File: config.mk
export PLATFORM = sky130hd
export DESIGN_NAME = spim_ctrl
export DESIGN_NICKNAME = d
export VERILOG_FILES = /design/src/rtl/spim_pkg.sv /design/src/rtl/spim_baud.sv /design/src/rtl/spim_shift.sv /design/src/rtl/spim_ctrl.sv
export SDC_FILE = /design/constraint.sdc
export NUM_CORES = 1
export LEC_CHECK = 0
export ABC_AREA = 1
export BUFFER_PORTS_ARGS = -buffer_cell sky130_fd_sc_hd__clkbuf_2
export CORE_AREA = 2 2 92 139
export CTS_CLUSTER_DIAMETER = 80
export DETAILED_ROUTE_END_ITERATION = 6
export DIE_AREA = 0 0 94 141
export PLACE_DENSITY_LB_ADDON = 0.2
export SYNTH_ARGS = -nofsm -noshare
export SYNTH_HDL_FRONTEND = slang
export SYNTH_SLANG_ARGS = --single-unit
File: constraint.sdc
create_clock -name clk -period 2.1 [get_ports clk]
set_input_delay 0.63 -clock clk [delete_from_list [all_inputs] [get_ports clk]]
set_output_delay 0.63 -clock clk [all_outputs]
set_load 0.01 [all_outputs]
File: src/rtl/spim_pkg.sv
package spim_pkg;

    localparam int FRAME_BITS = 8;
    localparam int IDX_W      = $clog2(FRAME_BITS);
    localparam int PRE_W      = 3;
    localparam int EXP_W      = 3;
    // widest half-period reload value: (2^PRE_W) * 2^(2^EXP_W - 1) - 1
    localparam int CNT_W      = PRE_W + (2 ** EXP_W) - 1;

    // register offsets
    localparam int A_CTL1 = 'h00;
    localparam int A_CTL2 = 'h01;
    localparam int A_BAUD = 'h04;
    localparam int A_STAT = 'h05;
    localparam int A_DATA = 'h09;
    localparam int A_PDAT = 'h0D;
    localparam int A_PDIR = 'h10;

    // control bit positions
    localparam int C_IE   = 7;
    localparam int C_EN   = 6;
    localparam int C_MST  = 4;
    localparam int C_POL  = 3;
    localparam int C_PHA  = 2;
    localparam int C_SSOE = 1;
    localparam int C_LSB  = 0;

    // status bit positions
    localparam int S_DONE = 7;
    localparam int S_COL  = 6;
    localparam int S_FLT  = 4;

    // port bit that drives slave select
    localparam int P_SS   = 3;

    typedef logic [FRAME_BITS-1:0] byte_t;

    typedef struct packed {
        logic pol;
        logic pha;
        logic lsb;
    } shift_cfg_t;

    // bus clocks per half sclk period, minus one
    function automatic logic [CNT_W-1:0] reload_val(logic [PRE_W-1:0] p, logic [EXP_W-1:0] e);
        logic [CNT_W:0] h;
        logic [CNT_W:0] t;
        h = (CNT_W+1)'(p) + (CNT_W+1)'(1);
        h = h << e;
        t = h - (CNT_W+1)'(1);
        return t[CNT_W-1:0];
    endfunction

    // wire position of the i-th bit on the line
    function automatic logic [IDX_W-1:0] bit_pos(logic lsb_first, logic [IDX_W-1:0] i);
        return lsb_first ? i : IDX_W'(FRAME_BITS - 1) - i;
    endfunction

endpackage

File: src/rtl/spim_baud.sv
module spim_baud
    import spim_pkg::*;
(
    input  logic             clk,
    input  logic             rst,
    input  logic             run,
    input  logic [PRE_W-1:0] pre,
    input  logic [EXP_W-1:0] expo,
    output logic             tick
);

    logic [CNT_W-1:0] cnt_q;

    always_ff @(posedge clk) begin
        if (rst)
            cnt_q <= '0;
        else if (!run || cnt_q == '0)
            cnt_q <= reload_val(pre, expo);
        else
            cnt_q <= cnt_q - 1'b1;
    end

    assign tick = run && (cnt_q == '0);

endmodule

File: src/rtl/spim_shift.sv
module spim_shift
    import spim_pkg::*;
(
    input  logic       clk,
    input  logic       rst,
    input  logic       start,
    input  logic       abort,
    input  logic       tick,
    input  logic       miso,
    input  byte_t      tx_byte,
    input  shift_cfg_t cfg,
    output logic       sclk,
    output logic       mosi,
    output logic       busy,
    output logic       done,
    output logic       rx_load,
    output byte_t      rx_next
);

    localparam int EDGE_W = $clog2(2 * FRAME_BITS);

    logic [EDGE_W-1:0] edge_q;
    logic              phase_q, mosi_q, busy_q, done_q;
    byte_t             tx_q, rx_q;
    shift_cfg_t        cfg_q;

    logic [IDX_W-1:0]  idx;
    logic              leading, sample, last;

    assign idx     = edge_q[EDGE_W-1:1];
    assign leading = ~edge_q[0];
    assign sample  = cfg_q.pha ? ~leading : leading;
    assign last    = (edge_q == EDGE_W'(2 * FRAME_BITS - 1));

    always_comb begin
        rx_next = rx_q;
        rx_next[bit_pos(cfg_q.lsb, idx)] = miso;
    end

    assign rx_load = busy_q && tick && sample && (idx == IDX_W'(FRAME_BITS - 1));

    always_ff @(posedge clk) begin
        if (rst) begin
            edge_q  <= '0;
            phase_q <= 1'b0;
            mosi_q  <= 1'b0;
            busy_q  <= 1'b0;
            done_q  <= 1'b0;
            tx_q    <= '0;
            rx_q    <= '0;
            cfg_q   <= '0;
        end else begin
            done_q <= 1'b0;
            if (abort) begin
                busy_q  <= 1'b0;
                phase_q <= 1'b0;
            end else if (start && !busy_q) begin
                busy_q  <= 1'b1;
                edge_q  <= '0;
                phase_q <= 1'b0;
                tx_q    <= tx_byte;
                cfg_q   <= cfg;
                rx_q    <= '0;
                mosi_q  <= tx_byte[bit_pos(cfg.lsb, IDX_W'(0))];
            end else if (busy_q && tick) begin
                phase_q <= ~phase_q;
                edge_q  <= edge_q + 1'b1;
                if (sample)
                    rx_q <= rx_next;
                if (!cfg_q.pha && !leading && !last)
                    mosi_q <= tx_q[bit_pos(cfg_q.lsb, IDX_W'(idx + 1'b1))];
                if (cfg_q.pha && leading)
                    mosi_q <= tx_q[bit_pos(cfg_q.lsb, idx)];
                if (last) begin
                    busy_q <= 1'b0;
                    done_q <= 1'b1;
                end
            end
        end
    end

    assign sclk = busy_q ? (cfg_q.pol ^ phase_q) : cfg.pol;
    assign mosi = busy_q & mosi_q;
    assign busy = busy_q;
    assign done = done_q;

endmodule

File: src/rtl/spim_ctrl.sv
module spim_ctrl
    import spim_pkg::*;
#(
    parameter int ADDR_W = 5
) (
    input  logic              clk,
    input  logic              rst,
    input  logic              bus_sel,
    input  logic              bus_we,
    input  logic [ADDR_W-1:0] bus_addr,
    input  logic [7:0]        bus_wdata,
    output logic [7:0]        bus_rdata,
    output logic              sclk,
    output logic              mosi,
    input  logic              miso,
    output logic              ss_n_o,
    input  logic              ss_n_i,
    output logic              irq_done,
    output logic              irq_fault
);

    byte_t ctl_q, ctl2_q, baud_q, pdat_q, pdir_q, rdbuf_q;
    logic  done_q, col_q, flt_q;
    logic  done_arm_q, col_arm_q, flt_arm_q;
    logic  ss_sync_q;

    logic wr, rd;
    logic hit_ctl1, hit_ctl2, hit_baud, hit_stat, hit_data, hit_pdat, hit_pdir;
    logic en, mst, fault_now, start, collide, abort;
    logic sh_busy, sh_done, sh_rx_load, tick;
    byte_t sh_rx_next;
    shift_cfg_t cfg;

    assign wr = bus_sel & bus_we;
    assign rd = bus_sel & ~bus_we;

    assign hit_ctl1 = (bus_addr == ADDR_W'(A_CTL1));
    assign hit_ctl2 = (bus_addr == ADDR_W'(A_CTL2));
    assign hit_baud = (bus_addr == ADDR_W'(A_BAUD));
    assign hit_stat = (bus_addr == ADDR_W'(A_STAT));
    assign hit_data = (bus_addr == ADDR_W'(A_DATA));
    assign hit_pdat = (bus_addr == ADDR_W'(A_PDAT));
    assign hit_pdir = (bus_addr == ADDR_W'(A_PDIR));

    assign en        = ctl_q[C_EN];
    assign mst       = ctl_q[C_MST];
    assign fault_now = en & mst & ~ctl_q[C_SSOE] & ~ss_sync_q;
    assign start     = wr & hit_data & en & mst & ~sh_busy & ~fault_now;
    assign collide   = wr & hit_data & en & mst & sh_busy;
    assign abort     = fault_now | (wr & hit_ctl1 & ~(bus_wdata[C_EN] & bus_wdata[C_MST]));

    assign cfg.pol = ctl_q[C_POL];
    assign cfg.pha = ctl_q[C_PHA];
    assign cfg.lsb = ctl_q[C_LSB];

    spim_baud u_baud (
        .clk  (clk),
        .rst  (rst),
        .run  (sh_busy),
        .pre  (baud_q[4 +: PRE_W]),
        .expo (baud_q[0 +: EXP_W]),
        .tick (tick)
    );

    spim_shift u_shift (
        .clk     (clk),
        .rst     (rst),
        .start   (start),
        .abort   (abort),
        .tick    (tick),
        .miso    (miso),
        .tx_byte (bus_wdata),
        .cfg     (cfg),
        .sclk    (sclk),
        .mosi    (mosi),
        .busy    (sh_busy),
        .done    (sh_done),
        .rx_load (sh_rx_load),
        .rx_next (sh_rx_next)
    );

    // register file
    always_ff @(posedge clk) begin
        if (rst) begin
            ctl_q     <= '0;
            ctl2_q    <= '0;
            baud_q    <= '0;
            pdat_q    <= '0;
            pdir_q    <= '0;
            rdbuf_q   <= '0;
            ss_sync_q <= 1'b1;
        end else begin
            ss_sync_q <= ss_n_i;
            if (fault_now) begin
                ctl_q[C_EN]  <= 1'b0;
                ctl_q[C_MST] <= 1'b0;
            end else if (wr && hit_ctl1) begin
                ctl_q <= bus_wdata;
            end
            if (wr && hit_ctl2) ctl2_q <= bus_wdata;
            if (wr && hit_baud) baud_q <= bus_wdata;
            if (wr && hit_pdat) pdat_q <= bus_wdata;
            if (wr && hit_pdir) pdir_q <= bus_wdata;
            if (sh_rx_load)     rdbuf_q <= sh_rx_next;
        end
    end

    // flags: setting wins and drops the arm; a flagged status read arms the clear
    always_ff @(posedge clk) begin
        if (rst) begin
            done_q     <= 1'b0;
            col_q      <= 1'b0;
            flt_q      <= 1'b0;
            done_arm_q <= 1'b0;
            col_arm_q  <= 1'b0;
            flt_arm_q  <= 1'b0;
        end else begin
            if (sh_done) begin
                done_q     <= 1'b1;
                done_arm_q <= 1'b0;
            end else if (rd && hit_data && done_arm_q) begin
                done_q     <= 1'b0;
                done_arm_q <= 1'b0;
            end else if (rd && hit_stat && done_q) begin
                done_arm_q <= 1'b1;
            end

            if (collide) begin
                col_q     <= 1'b1;
                col_arm_q <= 1'b0;
            end else if (rd && hit_data && col_arm_q) begin
                col_q     <= 1'b0;
                col_arm_q <= 1'b0;
            end else if (rd && hit_stat && col_q) begin
                col_arm_q <= 1'b1;
            end

            if (fault_now) begin
                flt_q     <= 1'b1;
                flt_arm_q <= 1'b0;
            end else if (wr && hit_ctl1 && flt_arm_q) begin
                flt_q     <= 1'b0;
                flt_arm_q <= 1'b0;
            end else if (rd && hit_stat && flt_q) begin
                flt_arm_q <= 1'b1;
            end
        end
    end

    always_comb begin
        bus_rdata = '0;
        case (bus_addr)
            ADDR_W'(A_CTL1): bus_rdata = ctl_q;
            ADDR_W'(A_CTL2): bus_rdata = ctl2_q;
            ADDR_W'(A_BAUD): bus_rdata = baud_q;
            ADDR_W'(A_STAT): begin
                bus_rdata[S_DONE] = done_q;
                bus_rdata[S_COL]  = col_q;
                bus_rdata[S_FLT]  = flt_q;
            end
            ADDR_W'(A_DATA): bus_rdata = rdbuf_q;
            ADDR_W'(A_PDAT): bus_rdata = pdat_q;
            ADDR_W'(A_PDIR): bus_rdata = pdir_q;
            default:         bus_rdata = '0;
        endcase
    end

    assign ss_n_o    = pdir_q[P_SS] ? pdat_q[P_SS] : 1'b1;
    assign irq_done  = ctl_q[C_IE] & done_q;
    assign irq_fault = ctl_q[C_IE] & flt_q;

endmodule

After elaboration in Yosys (flattened, before gate mapping)
Index checks and enable logic that the tools add are counted.

Input port bits: 19. Flip-flop bits (word level): 92.

Add/subtract/negate cells: 7. Reductions and logical operators: 48. Bitwise gates (word level): 29. Order comparisons: 4. Muxes and demuxes: 39. Shift operators: 1. Equality and inequality tests: 8.

Operator list (count): 8-bit two-way mux (3); 4-bit one-hot mux with 6 select lines (1); 1-bit logical AND (22); 1-bit two-way mux (21); 10-bit by 1-bit subtractor with 10-bit output (second input constant) (2); 1-bit AND (17); 2-bit one-hot mux with 7 select lines (1); 3-bit by 4-bit < comparator with 1-bit output (second input constant) (3); 2-bit nonzero test (6); 3-bit OR reduction (4); 11-bit by 3-bit left shift with 10-bit output (1); 5-bit by 3-bit equality test with 1-bit output (second input constant) (2); 5-bit by 4-bit equality test with 1-bit output (second input constant) (2); 10-bit logical NOT (1); 10-bit two-way mux (1); 1-bit inverter (10); 1-bit binary-select mux with 3-bit select (3); 3-bit two-way mux (3); 8-bit bitwise mux (1); 4-bit two-way mux (2); 2-bit AND reduction (4); 1-bit one-hot mux with 7 select lines (1); 1-bit one-hot mux with 6 select lines (1); 3-bit AND reduction (2); 18 further kinds (22).

Longest topological paths before layout
Word-level depth: 10. Gate-level depth with buffers: 15. Gate-level depth less buffers: 14.

Hierarchy
Synthesis repeated with hierarchy kept, for this count alone.

Cells, all modules: 779. Area total of the unflattened synthesis: 5186.2 µm².

By module, submodules not included: spim_ctrl (times used 1, area an instance 2633.8 µm², cells an instance 406); spim_shift (times used 1, area an instance 1587.8 µm², cells an instance 220); spim_baud (times used 1, area an instance 964.7 µm², cells an instance 153).

Worst setup path before layout
No wires, ideal clock.

Kind: in2out. Start: in bus_addr[4]. End: out bus_rdata[3]. Arrival time: 1.480 ns. Required time: 1.470 ns. Buffers on the path: 0. Setup slack: -0.010 ns. Stages on the path: 7. Cells stage by stage: nor2_1 nand2_1 inv_1 nand2_1 inv_1 a221oi_1 o221ai_1.

Word-level cells in the longest chain between the ends: 2. Elaborated cells on any way between the ends: 7. Those cells by class: eq/ne (5); mux (1); reduce/logical (1).

RTL lines: start: declaration (RTL line spim_ctrl.sv:10) `input logic [ADDR_W-1:0] bus_addr,`; 5-bit equality test, or another cell as far along (RTL line spim_ctrl.sv:152) `case (bus_addr)`; 4-bit one-hot mux with 6 select lines (*) (RTL line spim_ctrl.sv:152); end: declaration (RTL line spim_ctrl.sv:12) `output logic [7:0] bus_rdata,`.

Every way passes the cells marked *; elsewhere a longest branch is shown, timed or not.

Worst setup path in the final report
Start: in bus_addr[4]. End: out bus_rdata[5].

Word-level cells in the longest chain between the ends: 2. Elaborated cells on any way between the ends: 7. Those cells by class: eq/ne (5); mux (1); reduce/logical (1).

RTL lines (RTL line): 5-bit equality test, or another cell as far along (spim_ctrl.sv:152); 1-bit one-hot mux with 6 select lines (*) (spim_ctrl.sv:152).

Marked as above.

==> key figures <==
Status
  • Status: finished with violations
  • Violated checks: setup timing

Yosys
  • Synth Register Bits: just over 90
  • Dominant cell type by area after synthesis: dfxtp_1
  • Summed instance area of the synthesized netlist: 4750 um^2
  • Main combinational cell family by area after synthesis: simple AND/OR/NAND/NOR gates
  • Part of the Yosys area used for sequential elements: 38.8%
  • Multiplexer area fraction after synthesis: 0%
  • Dominant register cell in the synthesized netlist: dfxtp_1
  • Syn_area_per_cell: 7.04 um^2
  • Xor/xnor share of the synthesized area: 1.27%
  • Share of the synthesized area in the top cell type: 38.8%
  • Simple-gate share of the synthesized area: between 20 and 30%
  • Fraction of registers with async set or reset after synthesis: 0%
  • Cell count after synthesis: 674
  • Yosys warning total: 0
  • Number of distinct standard cells referenced by the synthesized netlist: 43
  • Number of nets produced by synthesis: 700
  • Adder-cell share of the synthesized area: 1.85%
  • Cell with the most instances after synthesis: nand2_1
  • Leading cell types by total area after synthesis: dfxtp_1 39%, nand2_1 11%, a21oi_1 8.2%
  • EDFF count, synth: 0
  • Area fraction in compound gates after synthesis: ~22%
  • Most frequent cells after synthesis: 135 x nand2_1, 92 x dfxtp_1, 78 x a21oi_1

Die
  • I/O pins: 32
  • Horizontal die dimension: 94 um
  • Initial standard-cell utilization of the core: 38.9%
  • Floorplan row count: 50
  • Die Area: 13300 um^2
  • Floorplan core area: 12200 um^2
  • Die height: 141 um

Critical path
  • Cells along the critical path: buf_8, nor2_4, nand2_4, buf_6, nor2_4, buf_4, inv_4, o2111ai_2, buf_2
  • Largest stage delay, worst path: 0.19 ns
  • Worst path most repeated cell: nor2_4
  • Worst-path cell with the longest stage delay: o2111ai_2
  • Worst path required time: 1.47 ns
  • Startpoint types: primary input
  • Worst path arrival time: 1.72 ns
  • Number of buffers and inverters on the critical path: 5
  • Critical path's top delay family: buffers and inverters
  • Critical Path Sink Type: output port
  • Highest net fanout along the worst path: 4
  • Setup Crit Path Kind: primary input to output port

Finish
  • Area growth from synthesis to final layout: 26.5%
  • Post-Layout Inst Area: between 6000 and 7000 um^2
  • Proportion of layout cells with a drive suffix above 1: 24.1%
  • Antenna cell count: 0
  • Fillers: ~1200
  • Fin util: around half
  • Final layout net count: 776

GRT
  • Met1 demand-to-capacity share in global routing: approximately 25%
  • Met3 usage in global routing: 3.26%
  • Most used routing layer: met2
  • Vias in the first global route: 4512
  • Residual overflow from global routing: 0
  • Maximum number of pins on one net before global-route repair: 32
  • GRT Resource Usage Total: around 22%
  • Global-route wire length before repair: 22700 um
  • Antenna violations before repair: 0
  • Met2 usage: 40.2%

Clock tree
  • Insertion delay of the later-clocked pin in the worst-skew pair: between 0.3 and 0.4 ns
  • Clock tree buffer depth: 2
  • Number of buffers added by the clock tree synthesis step: 9
  • Hold_buf cts: 0
  • Root buf cell: clkbuf_16
  • Clock Pin Slew Worst Setup and Hold Paths: around 0.070 ns
  • Level count of the clock H-tree: 3
  • Total number of clock tree sinks: between 90 and 100
  • TritonCTS clock tree: yes

Timing
  • Min cycle time layout: 2.35 ns
  • Number of max-slew violations in the final report: 0
  • Accumulated negative setup slack: -1.74 ns
  • Fin crit share: 112%
  • Final Setup Violations: 8
  • Highest clock rate: 0.425 GHz
  • Setup repair after global routing missed its margin: yes
  • Hold Fails Final Rpt: 0
  • Post-route setup slack: -0.254 ns
  • Worst-case hold slack: 0.436 ns
  • Worst relative slew slack: 68.7%
  • Worst slew pin tran: around 0.47 ns
  • Final worst clock skew: between 0.007 and 0.008 ns

Route
  • Number of vias per cell: 5.23
  • Routed len/inst: between 15 and 20 um
  • Remaining DRCs: 0
  • Detailed-route via count: ~4800
  • Detailed-routing iteration count for the pre-antenna-repair pass: 5
  • Remaining number of nets flagged by the antenna check after routing: 0
  • Aggregate routed wire length: approximately 14000 um
  • DRC marker count from the first detailed-route iteration: 221

Placed design
  • Placed Instance Area: about 5400 um^2
  • Post-place setup slack: -0.340 ns
  • IO buf count: 31
  • HPWL after DPL: 10700 um
  • Placer's final routability congestion estimate: 0.905

Power and ir drop
  • Static leakage: 2.59 nW
  • Maximum vdd ir drop: 0.000374 V
  • Pwr/cell area: approximately 600 nW/um^2

Hold path
  • Min-Delay Path Class: register to register

Flow run
  • Number of maximum-capacitance violations: 0
[flip-flops by register name (all words and copies together) (netlist names), 3 cells and up]
| signal | flops |
|---|---|
| pdir_q | 8 |
| ctl_q | 8 |
| u_shift.cfg_q | 3 |
| u_baud.cnt_q | 10 |
| u_shift.tx_q | 8 |
| pdat_q | 8 |
| u_shift.edge_q | 4 |
| u_shift.rx_q | 8 |
| ctl2_q | 8 |
| rdbuf_q | 8 |
| baud_q | 8 |
[placed cells by master (no fill, tap or decap), types with 6 or more instances in the layout]
cell type	count
nand2_1	131
buf_6	6
a21oi_1	77
o21ai_0	69
o211ai_1	7
dfxtp_1	90
nor2_1	45
clkbuf_16	9
nor2_4	11
a221oi_2	7
clkbuf_2	19
inv_1	69
nor2_2	11
a211oi_1	8
buf_2	7
buf_4	54
nand3_1	43
[repair_timing]
action | CTS | global route
buffers inserted | 4 | 4
setup endpoints to repair | 11 | 20
cloned | 0 | 1
resized for setup | 20 | 69
pin swaps | 4 | 11
[worst reg2reg max path: cells and delay by family (launching register included)]
| family | cells | cell delay [ns] |
|---|---|---|
| AND/OR/NAND/NOR | 10 | 0.93 |
| adder cells (fa/ha/maj) | 2 | 0.45 |
| flip-flops | 1 | 0.33 |
| AO/OA/AOI/OAI | 1 | 0.07 |
| buffers and inverters | 1 | 0.05 |
[cells by family after synthesis]
family          Yosys count
simple gates            277
flops                    92
compound gates          187
buf+inv                 105
xor+xnor                  6
fa+ha+maj                 7
[metrics by stage]
| stage | total power, mW | cells |
|---|---|---|
| finish | 3.63 | 911 |
| global route | 3.74 | 911 |
| CTS | 3.62 | 906 |
| detailed placement | 2.00 | 886 |
| global placement | 1.99 | 886 |
| floorplan | 1.90 | 674 |
[final timing paths]
path                              startpoint               to  slack [ns]  cells past startpoint
worst max-delay path             bus_addr[4]     bus_rdata[5]       -0.25                      9
worst min-delay path            u_shift.done       done_arm_q        0.44                      1
worst max register to register     baud_q[4]  u_baud.cnt_q[6]        0.15                     14
worst min register to register  u_shift.done       done_arm_q        0.44                      1
[metal layers]
layer,wire (um),part of all wire (%),vias up
met4,542,3.8,0
li1,-,-,2412
met3,438,3.0,33
met5,0,0,-
met2,7550,52,116
met1,5910,41,2202
[power breakdown]
part | switching (mW) | internal [mW] | leakage (nW) | total, mW
clock | 0.796 | 0.838 | 0.138 | 1.63
combinational | 0.143 | 0.0871 | 1.71 | 0.230
sequential | 0.00864 | 1.75 | 0.743 | 1.76
[area by class of cell]
cell class | instances | area [um^2] | share of cell area, %
Timing Repair inverter | 1 | 6.26 | 0.104
Timing Repair Buffer | 88 | 638 | 10.6
Sequential cell | 92 | 1840 | 30.7
Inverter | 81 | 329 | 5.48
Tap cell | 156 | 195 | 3.25
Clock buffer | 9 | 225 | 3.75
Clock inverter | 7 | 66.3 | 1.10
Multi-Input combinational cell | 477 | 2700 | 45.0
Note: power is estimated with default switching activity, not from simulation.
